===== config.mk =====
export PLATFORM = sky130hd
export DESIGN_NAME = irq_source_ctl
export DESIGN_NICKNAME = d
export VERILOG_FILES = /design/src/rtl/irq_source_ctl.sv
export SDC_FILE = /design/constraint.sdc
export NUM_CORES = 1
export LEC_CHECK = 0
export ABC_AREA = 1
export BUFFER_PORTS_ARGS = -buffer_cell sky130_fd_sc_hd__buf_2
export CORE_ASPECT_RATIO = 1.75
export CORE_MARGIN = 10
export CORE_UTILIZATION = 25
export CTS_CLUSTER_SIZE = 25
export DETAILED_ROUTE_END_ITERATION = 10
export PLACE_DENSITY = 0.52
export SLEW_MARGIN = 10
export SYNTH_ARGS = -nofsm -noshare
export SYNTH_HDL_FRONTEND = slang
export SYNTH_SLANG_ARGS = --single-unit

===== constraint.sdc =====
create_clock -name clk -period 2.1 [get_ports clk]
set_input_delay 0.42 -clock clk [delete_from_list [all_inputs] [get_ports clk]]
set_output_delay 0.42 -clock clk [all_outputs]
set_load 0.005 [all_outputs]

===== src/rtl/irq_source_ctl.sv =====
module irq_source_ctl #(
  parameter int N = 8,
  parameter int BASE = 16,
  parameter int NUM_W = 12,
  parameter int SRV_W = 3,
  parameter int NUM_SRV = 4,
  parameter logic [N-1:0] LEVEL_MASK = 8'hF0
) (
  input  logic             clk,
  input  logic             rst_n,
  input  logic [N-1:0]     src_in,
  input  logic             cfg_valid,
  input  logic [1:0]       cfg_op,
  input  logic [NUM_W-1:0] cfg_num,
  input  logic [SRV_W-1:0] cfg_srv,
  input  logic [8:0]       cfg_prio,
  output logic             cfg_ack,
  output logic             cfg_err,
  output logic [SRV_W-1:0] cfg_rd_srv,
  output logic [7:0]       cfg_rd_prio,
  output logic             pres_valid,
  output logic [NUM_W-1:0] pres_num,
  output logic [SRV_W-1:0] pres_srv,
  output logic [7:0]       pres_prio,
  input  logic             pres_ready,
  input  logic             rej_valid,
  input  logic [NUM_W-1:0] rej_num,
  input  logic             eoi_valid,
  input  logic [NUM_W-1:0] eoi_num,
  input  logic             resend_req,
  output logic             resend_busy
);
  localparam int IDX_W = (N > 1) ? $clog2(N) : 1;
  localparam logic [7:0] MASKED = 8'hFF;
  localparam logic [1:0] OP_WR = 2'd0, OP_RD = 2'd1, OP_DIS = 2'd2;

  function automatic logic in_range(input logic [NUM_W-1:0] n);
    return (32'(n) >= 32'(BASE)) && (32'(n) < 32'(BASE + N));
  endfunction

  function automatic logic [IDX_W-1:0] to_idx(input logic [NUM_W-1:0] n);
    logic [NUM_W-1:0] d;
    d = n - NUM_W'(BASE);
    return d[IDX_W-1:0];
  endfunction

  function automatic logic lvl_fire(input logic [7:0] p, input logic a, input logic s);
    return (p != MASKED) && a && !s;
  endfunction

  logic [SRV_W-1:0] srv_v [N];
  logic [7:0]       prio_v [N];
  logic [N-1:0]     off_v;
  logic [IDX_W-1:0] sel, scan_idx;
  logic             scan_step, grant, cfg_ok;
  logic [IDX_W-1:0] cfg_idx, rej_idx, eoi_idx;

  assign cfg_idx = to_idx(cfg_num);
  assign rej_idx = to_idx(rej_num);
  assign eoi_idx = to_idx(eoi_num);
  assign cfg_ok  = in_range(cfg_num) &&
                   (cfg_op != OP_WR || (cfg_prio <= 9'd255 && 32'(cfg_srv) < 32'(NUM_SRV)));

  always_comb begin
    sel = '0;
    for (int k = N - 1; k >= 0; k--)
      if (off_v[k]) sel = IDX_W'(k);
  end

  assign pres_valid = |off_v;
  assign pres_num   = NUM_W'(BASE) + NUM_W'(sel);
  assign pres_srv   = srv_v[sel];
  assign pres_prio  = prio_v[sel];
  assign grant      = pres_valid && pres_ready;
  assign scan_step  = resend_busy && !pres_valid;

  always_ff @(posedge clk) begin
    if (!rst_n) begin
      resend_busy <= 1'b0;
      scan_idx    <= '0;
    end else if (resend_req) begin
      resend_busy <= 1'b1;
      scan_idx    <= '0;
    end else if (scan_step) begin
      if (32'(scan_idx) == N - 1) resend_busy <= 1'b0;
      else scan_idx <= scan_idx + 1'b1;
    end
  end

  always_ff @(posedge clk) begin
    if (!rst_n) begin
      cfg_ack     <= 1'b0;
      cfg_err     <= 1'b0;
      cfg_rd_srv  <= '0;
      cfg_rd_prio <= MASKED;
    end else begin
      cfg_ack <= cfg_valid;
      cfg_err <= cfg_valid && !cfg_ok;
      if (cfg_valid && in_range(cfg_num)) begin
        cfg_rd_srv  <= srv_v[cfg_idx];
        cfg_rd_prio <= prio_v[cfg_idx];
      end
    end
  end

  for (genvar i = 0; i < N; i++) begin : g_src
    localparam bit LVL = LEVEL_MASK[i];
    logic [SRV_W-1:0] srv_q, srv_n;
    logic [7:0] prio_q, prio_n, sav_q, sav_n;
    logic asr_q, asr_n, sent_q, sent_n, rej_q, rej_n, mp_q, mp_n, off_q, off_n;
    logic cfg_hit, rej_hit, eoi_hit, scan_hit, take;

    assign cfg_hit  = cfg_valid && cfg_ok && cfg_op != OP_RD && cfg_idx == IDX_W'(i);
    assign rej_hit  = rej_valid && in_range(rej_num) && rej_idx == IDX_W'(i);
    assign eoi_hit  = eoi_valid && in_range(eoi_num) && eoi_idx == IDX_W'(i);
    assign scan_hit = scan_step && scan_idx == IDX_W'(i);
    assign take     = grant && sel == IDX_W'(i);

    always_comb begin
      srv_n = srv_q; prio_n = prio_q; sav_n = sav_q;
      asr_n = asr_q; sent_n = sent_q; rej_n = rej_q; mp_n = mp_q;
      off_n = off_q && !take;
      if (cfg_hit) begin
        case (cfg_op)
          OP_WR:   begin srv_n = cfg_srv; prio_n = cfg_prio[7:0]; sav_n = cfg_prio[7:0]; end
          OP_DIS:  begin sav_n = prio_q; prio_n = MASKED; end
          default: prio_n = sav_q;
        endcase
        if (prio_n == MASKED) off_n = 1'b0;
        if (LVL) begin
          if (lvl_fire(prio_n, asr_n, sent_n)) begin sent_n = 1'b1; off_n = 1'b1; end
        end else if (mp_n && prio_n != MASKED) begin
          mp_n = 1'b0; off_n = 1'b1;
        end
      end
      if (rej_hit) begin rej_n = 1'b1; sent_n = 1'b0; end
      if (eoi_hit && LVL) sent_n = 1'b0;
      if (LVL) begin
        if (src_in[i] != asr_q) begin
          asr_n = src_in[i];
          if (lvl_fire(prio_n, asr_n, sent_n)) begin sent_n = 1'b1; off_n = 1'b1; end
        end
      end else begin
        asr_n = src_in[i];
        if (src_in[i] && !asr_q) begin
          if (prio_n == MASKED) mp_n = 1'b1;
          else off_n = 1'b1;
        end
      end
      if (scan_hit) begin
        if (LVL) begin
          if (lvl_fire(prio_n, asr_n, sent_n)) begin sent_n = 1'b1; off_n = 1'b1; end
        end else if (rej_n) begin
          rej_n = 1'b0;
          if (prio_n != MASKED) off_n = 1'b1;
        end
      end
    end

    always_ff @(posedge clk) begin
      if (!rst_n) begin
        srv_q <= '0; prio_q <= MASKED; sav_q <= MASKED;
        asr_q <= 1'b0; sent_q <= 1'b0; rej_q <= 1'b0; mp_q <= 1'b0; off_q <= 1'b0;
      end else begin
        srv_q <= srv_n; prio_q <= prio_n; sav_q <= sav_n;
        asr_q <= asr_n; sent_q <= sent_n; rej_q <= rej_n; mp_q <= mp_n; off_q <= off_n;
      end
    end

    assign srv_v[i]  = srv_q;
    assign prio_v[i] = prio_q;
    assign off_v[i]  = off_q;

    assert_reject_clears_sent_R7: assert property (@(posedge clk) disable iff (!rst_n)
      rej_hit && !cfg_hit && !scan_hit && src_in[i] == asr_q |=> !sent_q && rej_q);
    assert_masked_never_pending_R13: assert property (@(posedge clk) disable iff (!rst_n)
      off_q |-> prio_q != MASKED);
    if (!LVL) begin : g_msg
      assert_eoi_no_effect_msg_R8: assert property (@(posedge clk) disable iff (!rst_n)
        eoi_hit && !rej_hit && !cfg_hit && !scan_hit && !(src_in[i] && !asr_q) |=> $stable(rej_q) && $stable(mp_q));
    end
  end

  assert_shown_unmasked_R13: assert property (@(posedge clk) disable iff (!rst_n)
    pres_valid |-> pres_prio != MASKED);
  assert_ack_latency_R3: assert property (@(posedge clk) disable iff (!rst_n)
    cfg_valid |=> cfg_ack);
  assert_no_spurious_ack_R3: assert property (@(posedge clk) disable iff (!rst_n)
    !cfg_valid |=> !cfg_ack);
  assert_bad_number_err_R2: assert property (@(posedge clk) disable iff (!rst_n)
    cfg_valid && !in_range(cfg_num) |=> cfg_err);
  assert_scan_stall_R11: assert property (@(posedge clk) disable iff (!rst_n)
    resend_busy && pres_valid && !resend_req |=> resend_busy && $stable(scan_idx));
endmodule


==> results of run 1 <==
==> cells in the mapped netlist (12+ instances only) <==
cell	number
nand4_1	52
clkbuf_1	56
buf_2	24
ha_1	14
o22ai_1	39
nor3_1	59
o21ai_0	170
o211ai_1	18
buf_4	12
inv_1	194
nor2_1	181
nand3_1	177
dfxtp_1	197
a21oi_1	113
nand2_1	333
a211oi_1	13
==> critical path, cell delays in order, from the launching register on <==
cell     delay, ns
dfxtp_2       0.34
nor2_4        0.11
o21ai_2       0.08
a31oi_4       0.25
buf_4         0.20
nor2_4        0.05
buf_4         0.19
nand2_1       0.07
nand4_1       0.13
o21ai_2       0.16
inv_1         0.06
buf_2         0.12
==> placed cells by master, fill, tap and decap left out, types with 18 or more instances in the layout <==
cell type / instances
nor3_1: 58
buf_2: 86
inv_2: 18
o22ai_1: 31
nor2_1: 169
dfxtp_1: 191
nand4_1: 52
inv_1: 181
buf_6: 27
buf_4: 234
o21ai_0: 144
o211ai_1: 18
nand2_1: 312
buf_12: 19
nand3_1: 167
a21oi_1: 95
==> cell type report <==
cell class                      count  area, um^2
Clock buffer                       18         439
Timing Repair Buffer              367        2900
Sequential cell                   197        3950
Tap cell                          572         716
Multi-Input combinational cell   1237        6520
Fill cell                        4765       28800
Clock inverter                     14         134
Inverter                          208         798
==> per-stage QoR <==
stage / cells / TNS (ns) / util (%)
after floorplan: 1742 / 0 / -
after global placement: 2566 / -53.90 / 31.9
after detailed placement: 2566 / -45.38 / 31.9
after CTS: 2607 / -7.21 / 34.2
after global routing: 2613 / -8.98 / 34.9
final: 2613 / -6.90 / 34.9
==> path summary, 6_finish.rpt <==
kind | startpoint | cells past startpoint | to
max | g_src[4].off_q | 11 | pres_srv[2]
min | src_in[0] | 3 | g_src[0].asr_q
max reg2reg | g_src[6].off_q | 15 | g_src[2].off_q
min reg2reg | g_src[6].sav_q[5] | 2 | g_src[6].sav_q[5]
==> kinds of logic (layout without fill, tap and decap cells) <==
kind of cell | after synthesis | in the layout | synth area share, %
AOI/OAI and AO/OA | 385 | 385 | 19.3
and+or+nand+nor | 829 | 829 | 32.8
other | 2 | 9 | 0.0670
buffers and inverters | 308 | 607 | 11.1
adders and majority gates | 14 | 14 | 1.56
DFF | 197 | 197 | 35.2
==> sequential cells by signal (all words and copies together) (netlist names), 4 cells and up <==
| name | flops |
|---|---|
| g_src.sent_q | 4 |
| g_src.sav_q | 64 |
| g_src.prio_q | 64 |
| g_src.mp_q | 4 |
| cfg_rd_prio | 8 |
| g_src.rej_q | 4 |
| g_src.srv_q | 24 |
| g_src.asr_q | 8 |
| g_src.off_q | 8 |
==> power by group through the flow <==
stage               clock [uW]  combinational, uW  sequential (uW)
floorplan                    0                469             3850
global placement             0                970             3860
detailed placement           0                973             3860
CTS                       3410               1000             3770
global route              3530               1130             3770
finish                    3310               1070             3770
==> layer usage <==
metal	share of wire [%]	wire (um)	GRT usage (%)	up-vias
li1	-	-	-	6409
met1	37	19900	19.6	6293
met2	50	27200	34.6	546
met3	4.8	2620	2.80	183
met4	7.8	4200	14.2	0
met5	0	0	0	-
==> what timing repair did <==
item / in CTS / in global routing
hold buffers: 0 / 0
gates cloned: 1 / 0
buffers inserted: 11 / 8
endpoints found under the setup margin: 25 / 29
pin swaps: 28 / 40
resized for setup: 111 / 81
endpoints found under the hold margin: 0 / 0
==> results.md, run 1 <==
- Sw Share: 29.6%
- Seq pwr share: 46.3%
- Switching power: 2410 uW
- Tcrit/Tclk final: 127%
- Die area: 54,100 um^2
- Drt total wl: 54.0 mm
- CP Max Fanout: 10
- Netlist cell types: 42
- Ys flop type: dfxtp_1
- Num CTS Buffers: 17
- Final instance area: 15,500 um^2
- Total power: 8150 uW
- Initial drt markers: 1,150
- Final antenna diode count: 0
- Seq/Total Area, Yosys: 35.2%
- Result of the run: finished, violations left
- Least-Margin Pin Slew: 0.928 ns
- Global Route Usage Sum: 19.1%
- Failing checks: negative setup slack
- Post-synth EDFFs: 0
- Reg-to-reg slack, setup: -0.19 ns
- Clock transition at path regs: 0.08 ns
- Pint: 5740 uW
- Initial core utilization: 25.3%
- Max-Slew Margin vs Limit: 37.3%
- Mapped cell area: 11,200 um^2
- Antenna violations before repair: 1
- P_leak: 0.00753 uW
- Critical path endpoint category: output port
- Max-cap viol count: 0
- Critical path data required time: 1.68 ns
- FP Rows: 102
- Fin Hold WS: 0.157 ns
- Post-DP HPWL: 43.2 mm
- RSZ-0062 raised after global routing: yes
- Remaining antenna violation count: 0
- Post-DP Area: 14,100 um^2
- Clk_lat worst skew: 0.46 ns
- Vias per cell: 5.14
- Share of flip-flops with an asynchronous set or reset: 0%
- Area leader, netlist: dfxtp_1
- First-pass GRT wire length: 79.6 mm
- DR DRC count: 0
- Max Root-Sink Buffers: 2
- Hold Crit Class: in -> reg
- YS warnings: 0
- Place WS: -0.830 ns
- Top Ports: 103
- Top cells by area, synth: dfxtp_1 35%, nand2_1 11%, nand3_1 7.9%
- Cell Pwr Density: 527 nW/um^2
- Critical path launch point type: flip-flop
- CTS H-tree lvls: 4
- Setup Viol. Count Final: 21
- Fin. max-slew vios: 0
- TritonCTS clock tree: built
- Syn_area_per_cell: 6.46 um^2
- Part of the power in combinational logic: 13.1%
- Clk_skew: 0.0115 ns
- Largest net degree at the start of global routing: 62
- Min cycle time layout: 2.66 ns
- Flops & latches, synth: 197
- GPL Wtd Cong: 0.973
- Share of cells above drive strength 1: 26.6%
- Drt pass-1 iters: 6
- VDD IR-drop max: 0.548 mV
- Final nets: 2,107
- Clock power frac: 40.6%
- Clock sink count: 197
- PortBufs: 93
- Vias in the first global route: 13,300
- WP data arrival: 2.24 ns
- CTS root buffer: clkbuf_16
- Fmax: 0.376 GHz
- Routed len/inst: 20.7 um
- Die Y: 300 um
- Die Wd: 180 um
- Routed vias: 13,400
- Crit Path Category: reg -> out
- Total grt overflow: 0
- Core ar.: 44,300 um^2
- Endpoints failing hold: 0
- Worst setup margin: -0.560 ns
- Synth Instances: 1,735
- Synth top area share: 35.2%
- Area Growth Syn to Fin: 37.9%
(Power assumes the default switching activity.)
==> run 2: changes to the inputs <==
--- a/config.mk
+++ b/config.mk
@@ -13,6 +13,7 @@
 export CTS_CLUSTER_SIZE = 25
 export DETAILED_ROUTE_END_ITERATION = 10
 export PLACE_DENSITY = 0.52
+export SKIP_LAST_GASP = 1
 export SLEW_MARGIN = 10
 export SYNTH_ARGS = -nofsm -noshare
 export SYNTH_HDL_FRONTEND = slang
==> run 2 against run 1 <==
Against the previous run: the flow still finishes with violations (negative setup slack); global-route usage about the same; combinational power about the same; register-to-register slack worse by 0.08 ns; hold slack better by 0.0037 ns; count of clock-buffer cells in the layout unchanged; via count down 0.34%; routed wire length about the same; final cell count unchanged; design area about the same; critical path depth up 3; sequential share of layout area about the same; maximum frequency up 0.10%.
==> results.md, run 2 (synthesis results as in run 1) <==
- Result of the run: finished, violations left
- Failing checks: negative setup slack
- Clk_skew: 0.0108 ns
- Routed len/inst: 20.7 um
- Min cycle time layout: 2.66 ns
- Top Ports: 103
- Critical path data required time: 1.68 ns
- Fin Hold WS: 0.161 ns
- Tcrit/Tclk final: 127%
- Post-CTS Hold Buffers: 0
- CTS H-tree lvls: 4
- Remaining antenna violation count: 0
- Total power: 8140 uW
- Worst setup margin: -0.557 ns
- Cell Pwr Density: 527 nW/um^2
- Placed Cells: 2,566
- Critical path launch point type: flip-flop
- Sum of negative setup slack: -7.54 ns
- Routed length on met2: 27.4 mm
- Max-cap viol count: 0
- Critical path endpoint category: output port
- Least-Margin Pin Slew: 0.888 ns
- PortBufs: 93
- WP data arrival: 2.24 ns
- Area Growth Syn to Fin: 37.7%
- R2R depth: 15
- Final nets: 2,107
- Global Route Usage Sum: 19.1%
- Met3 WL: 2.49 mm
- Crit Path Category: reg -> out
- Max Root-Sink Buffers: 2
- Antenna violations before repair: 1
- Sw Share: 29.6%
- WHS Path Cells: 3
- Reg-to-reg slack, setup: -0.27 ns
- P_leak: 0.00752 uW
- Final Instance Count excl. Fillers: 2,613
- Top flop regs: g_src.prio_q: 64 flops, g_src.sav_q: 64 flops, g_src.srv_q: 24 flops
- Final core utilization: 34.9%
- Most frequent cells in the layout: 314 x nand2_1, 237 x buf_4, 191 x dfxtp_1
- Commonest non-fill, non-tap cell in the layout: nand2_1
- CP Max Fanout: 7
- Initial drt markers: 986
- Post-DP HPWL: 43.2 mm
- GPL Wtd Cong: 0.973
- FP Rows: 102
- Largest net degree at the start of global routing: 62
- Core ar.: 44,300 um^2
- Die Y: 300 um
- Vias in the first global route: 13,300
- Fmax: 0.376 GHz
- Die area: 54,100 um^2
- Clk_lat worst skew: 0.46 ns
- Top Metal Used: met4
- Fin. max-slew vios: 0
- Hold EP: g_src[0].asr_q
- Switching power: 2410 uW
- Setup Viol. Count Final: 26
- Endpoints failing hold: 0
- Clock power frac: 40.7%
- Vias per cell: 5.12
- Num CTS Buffers: 17
- Total grt overflow: 0
- Max-Slew Margin vs Limit: 40.1%
- Drt total wl: 54.0 mm
- Final antenna diode count: 0
- Clock sink count: 197
- Clock transition at path regs: 0.08 ns
- CTS root buffer: clkbuf_16
- Worst hold start: src_in[0]
- Met1 WL: 20.0 mm
- Part of the power in combinational logic: 13.0%
- TritonCTS clock tree: built
- Drt pass-1 iters: 6
- Hold Crit Class: in -> reg
- Share of cells above drive strength 1: 26.5%
- Worst R2R Start: g_src[6].off_q
- Die Wd: 180 um
- VDD IR-drop max: 0.544 mV
- DR DRC count: 0
- FF-to-FF End: g_src[2].off_q
- Initial core utilization: 25.3%
- Fillers: 4,761
- Routed vias: 13,400
- RSZ-0062 raised after global routing: yes
- Pint: 5740 uW
- First-pass GRT wire length: 79.6 mm
- Seq pwr share: 46.3%
-- run 2: worst max-delay path by stage --
stage | from | endpoint | slack [ns] | depth (start not counted)
2_1_floorplan | g_src[5].off_q | pres_prio[0] | 0.04 | 11
3_3_place_gp | cfg_srv[2] | g_src[0].off_q | -0.91 | 14
3_5_place_dp | cfg_srv[2] | g_src[0].off_q | -0.83 | 14
4_1_cts | g_src[6].off_q | pres_prio[7] | -0.62 | 14
5_1_grt | g_src[6].off_q | pres_prio[7] | -0.69 | 13
6_report | g_src[4].off_q | pres_prio[5] | -0.56 | 14
-- run 2: final cells by class --
cell class / count / area [um^2] / area share (%)
clock buffers: 18 / 439 / 2.84
clock inverters: 14 / 134 / 0.867
inverters: 208 / 798 / 5.17
multi-input cells: 1237 / 6530 / 42.2
flip-flops and latches: 197 / 3950 / 25.6
well taps: 572 / 716 / 4.63
repair buffers: 367 / 2880 / 18.7
-- run 2: power by group through the flow --
stage / Combinational [uW] / Sequential, uW / Clock, uW
2_1_floorplan: 469 / 3850 / 0
3_3_place_gp: 970 / 3860 / 0
3_5_place_dp: 973 / 3860 / 0
4_1_cts: 1000 / 3770 / 3410
5_1_grt: 1130 / 3770 / 3530
6_report: 1060 / 3770 / 3310
-- run 2: what timing repair did --
action,in CTS,in global routing
setup buffers,11,7
gates cloned,1,0
pin swaps,28,42
gates resized for setup,108,79
setup endpoints to repair,25,30
-- run 2: stage by stage --
| step | cell area [um^2] | setup WS (ns) |
|---|---|---|
| finish | 15400 | -0.557 |
| global route | 15400 | -0.688 |
| CTS | 15200 | -0.616 |
| detailed placement | 14100 | -0.830 |
| global placement | 14100 | -0.911 |
| floorplan | 11200 | 0.0441 |
-- run 2: worst max-delay path, cell delays in order (launching register included) --
cell,delay (ns)
dfxtp_2,0.34
nor2_4,0.11
o21ai_2,0.08
a31oi_4,0.25
inv_2,0.09
nor2_4,0.10
buf_6,0.15
inv_4,0.04
buf_6,0.13
o22ai_2,0.11
a21oi_2,0.06
nand3_2,0.09
nand2_2,0.08
inv_2,0.07
buf_6,0.08
-- run 2: metal layers --
layer,vias to the layer above,track usage (%)
met5,-,0
met4,0,13.6
met3,173,2.77
met2,519,34.9
met1,6283,19.6
li1,6411,-
==> run 3: changes to the inputs <==
--- a/config.mk
+++ b/config.mk
@@ -12,7 +12,8 @@
 export CORE_UTILIZATION = 25
 export CTS_CLUSTER_SIZE = 25
 export DETAILED_ROUTE_END_ITERATION = 10
-export PLACE_DENSITY = 0.52
+export MAX_ROUTING_LAYER = met4
+export PLACE_DENSITY = 0.5
 export SKIP_LAST_GASP = 1
 export SLEW_MARGIN = 10
 export SYNTH_ARGS = -nofsm -noshare
==> constraint.sdc (replaced) <==
create_clock -name clk -period 2.92 [get_ports clk]
set_input_delay 0.584 -clock clk [delete_from_list [all_inputs] [get_ports clk]]
set_output_delay 0.584 -clock clk [all_outputs]
set_load 0.005 [all_outputs]
==> run 3 against run 2 <==
Against the previous run: the flow now finishes without violations; clock skew down 0.0013 ns; first-iteration DRC count up 43%; register-to-register slack better by 0.46 ns; final cell count down 5.4%; sequential power down 28%; routed wire length down 3.1%; non-clock buffer count down 141; critical endpoint is now pres_prio[7]; largest power group unchanged; highest routed layer unchanged.
==> results.md, run 3 (synthesis results as in run 1) <==
- Num CTS Buffers: 17
- Post-DP HPWL: 40.5 mm
- Sw Share: 29.3%
- Vias in the first global route: 12,500
- DR DRC count: 0
- Top flop regs: g_src.prio_q: 64 flops, g_src.sav_q: 64 flops, g_src.srv_q: 24 flops
- Core ar.: 44,300 um^2
- Hold Crit Class: in -> reg
- P_leak: 0.00672 uW
- Top Ports: 103
- Crit Path Category: reg -> out
- Antenna violations before repair: 1
- Most frequent cells in the layout: 324 x nand2_1, 193 x dfxtp_1, 187 x inv_1
- Multi-input gate area: 6180 um^2
- Die Y: 300 um
- Clk_lat worst skew: 0.47 ns
- Max incr delay on CP: 0.36 ns
- Critical path endpoint category: output port
- Endpoints failing hold: 0
- WP buf/inv: 4
- Fmax: 0.348 GHz
- Post-CTS Hold Buffers: 0
- Die area: 54,100 um^2
- Met3 GRT Util: 2.29%
- CP top delay family: compound AO/OA/AOI/OAI gates
- Final nets: 1,966
- Largest net degree at the start of global routing: 140
- CTS root buffer: clkbuf_16
- Routed len/inst: 21.2 um
- Fin. max-slew vios: 0
- Max Root-Sink Buffers: 2
- Area Growth Syn to Fin: 24.3%
- First-pass GRT wire length: 76.9 mm
- TritonCTS clock tree: built
- Drt pass-1 iters: 8
- Cell Pwr Density: 420 nW/um^2
- CTS H-tree lvls: 4
- Clock transition at path regs: 0.08 ns
- VDD IR-drop max: 0.440 mV
- Die Wd: 180 um
- Drt total wl: 52.4 mm
- Worst path most repeated cell: nor2_4
- Global Route Usage Sum: 19.0%
- GPL Wtd Cong: 0.997
- WP data arrival: 2.29 ns
- Crit-path slowest cell: dfxtp_4
- Met1 Usage GRT: 19.7%
- Commonest non-fill, non-tap cell in the layout: nand2_1
- Sum of negative setup slack: 0 ns
- Max-cap viol count: 0
- Seq pwr share: 46.2%
- Switching power: 1720 uW
- Part of the power in combinational logic: 11.2%
- Vias per cell: 5.24
- FP Rows: 102
- Fin Hold WS: 0.314 ns
- Remaining antenna violation count: 0
- Clk_skew: 0.00941 ns
- Critical path data required time: 2.34 ns
- Final core utilization: 31.5%
- Initial drt markers: 1,414
- Met2 Use GR: 32.6%
- PortBufs: 93
- Tcrit/Tclk final: 98.5%
- Clock power frac: 42.6%
- Setup Viol. Count Final: 0
- Least-Margin Pin Slew: 1.01 ns
- Share of cells above drive strength 1: 17.3%
- Result of the run: finished clean
- Initial core utilization: 25.3%
- Fillers: 4,857
- RSZ-0062 raised after global routing: yes
- Clock sink count: 197
- Pint: 4140 uW
- Critical path launch point type: flip-flop
- Max-Slew Margin vs Limit: 32.0%
- Min cycle time layout: 2.88 ns
- Top Usage Layer GRT: met2
- Sequential Area: 3960 um^2
- CP Max Fanout: 10
- Total grt overflow: 0
- Routed vias: 13,000
- Worst path cell trace: nor2_4 > o21ai_4 > a31oi_4 > buf_6 > nor2_4 > buf_4 > a21oi_1 > nand3_1 > nand2_2 > inv_1 > buf_2
run 3: cell count changes in the layout (fill, tap and decap cells not counted), sizes merged:
cell	delta
diode	+1
clkinv	+1
bufinv	+1
clkinvlp	-2
clkbuf	+2
buf	-143
run 3: path summary, 6_finish.rpt:
path / start / endpoint / slack [ns] / depth (start not counted)
setup / recovery: g_src[4].off_q / pres_prio[7] / 0.04 / 11
setup reg to reg: g_src[2].off_q / g_src[2].off_q / 0.19 / 9
hold reg to reg: g_src[6].sav_q[6] / g_src[6].sav_q[6] / 0.46 / 2
hold / removal: src_in[0] / g_src[0].asr_q / 0.31 / 3
run 3: area by class of cell:
type,instances,area share [%]
antenna,1,0.0179
timing repair buffer,226,12.2
multi-input combinational,1237,44.3
inverter,208,5.63
tap,572,5.13
sequential,197,28.4
clock inverter,14,1.18
clock buffer,18,3.15
run 3: repair_timing:
action	CTS	global route
pin swaps	5	17
gates cloned	0	2
resized for setup	26	37
endpoints found under the setup margin	11	12
buffers inserted	3	3
run 3: power groups by stage:
stage               logic (uW)  clock network, uW  registers (uW)
floorplan                  337                  0            2770
detailed placement         638                  0            2770
finish                     656               2500            2710
global route               705               2620            2710
global placement           637                  0            2770
CTS                        641               2540            2710
run 3: per-layer routing:
layer / up-vias / wire length (um)
met3: 158 / 2600
li1: 6125 / -
met5: - / 0
met4: 0 / 4200
met1: 6127 / 19800
met2: 540 / 25800
run 3: worst reg2reg max path, delay by kind of cell, from the launching register on:
family	cells	cell delay, ns
buf+inv	1	0.15
flops	1	0.32
compound gates	2	0.64
simple gates	6	1.46
run 3: metrics by stage:
stage,setup WS [ns],power [uW],cells,instance area [um^2]
2_1_floorplan,0.700,3110,1742,11200
3_3_place_gp,-0.447,3410,2434,13100
3_5_place_dp,-0.377,3410,2434,13100
4_1_cts,-0.00953,5890,2469,13800
5_1_grt,-0.0406,6040,2473,13900
6_report,0.0427,5860,2473,13900
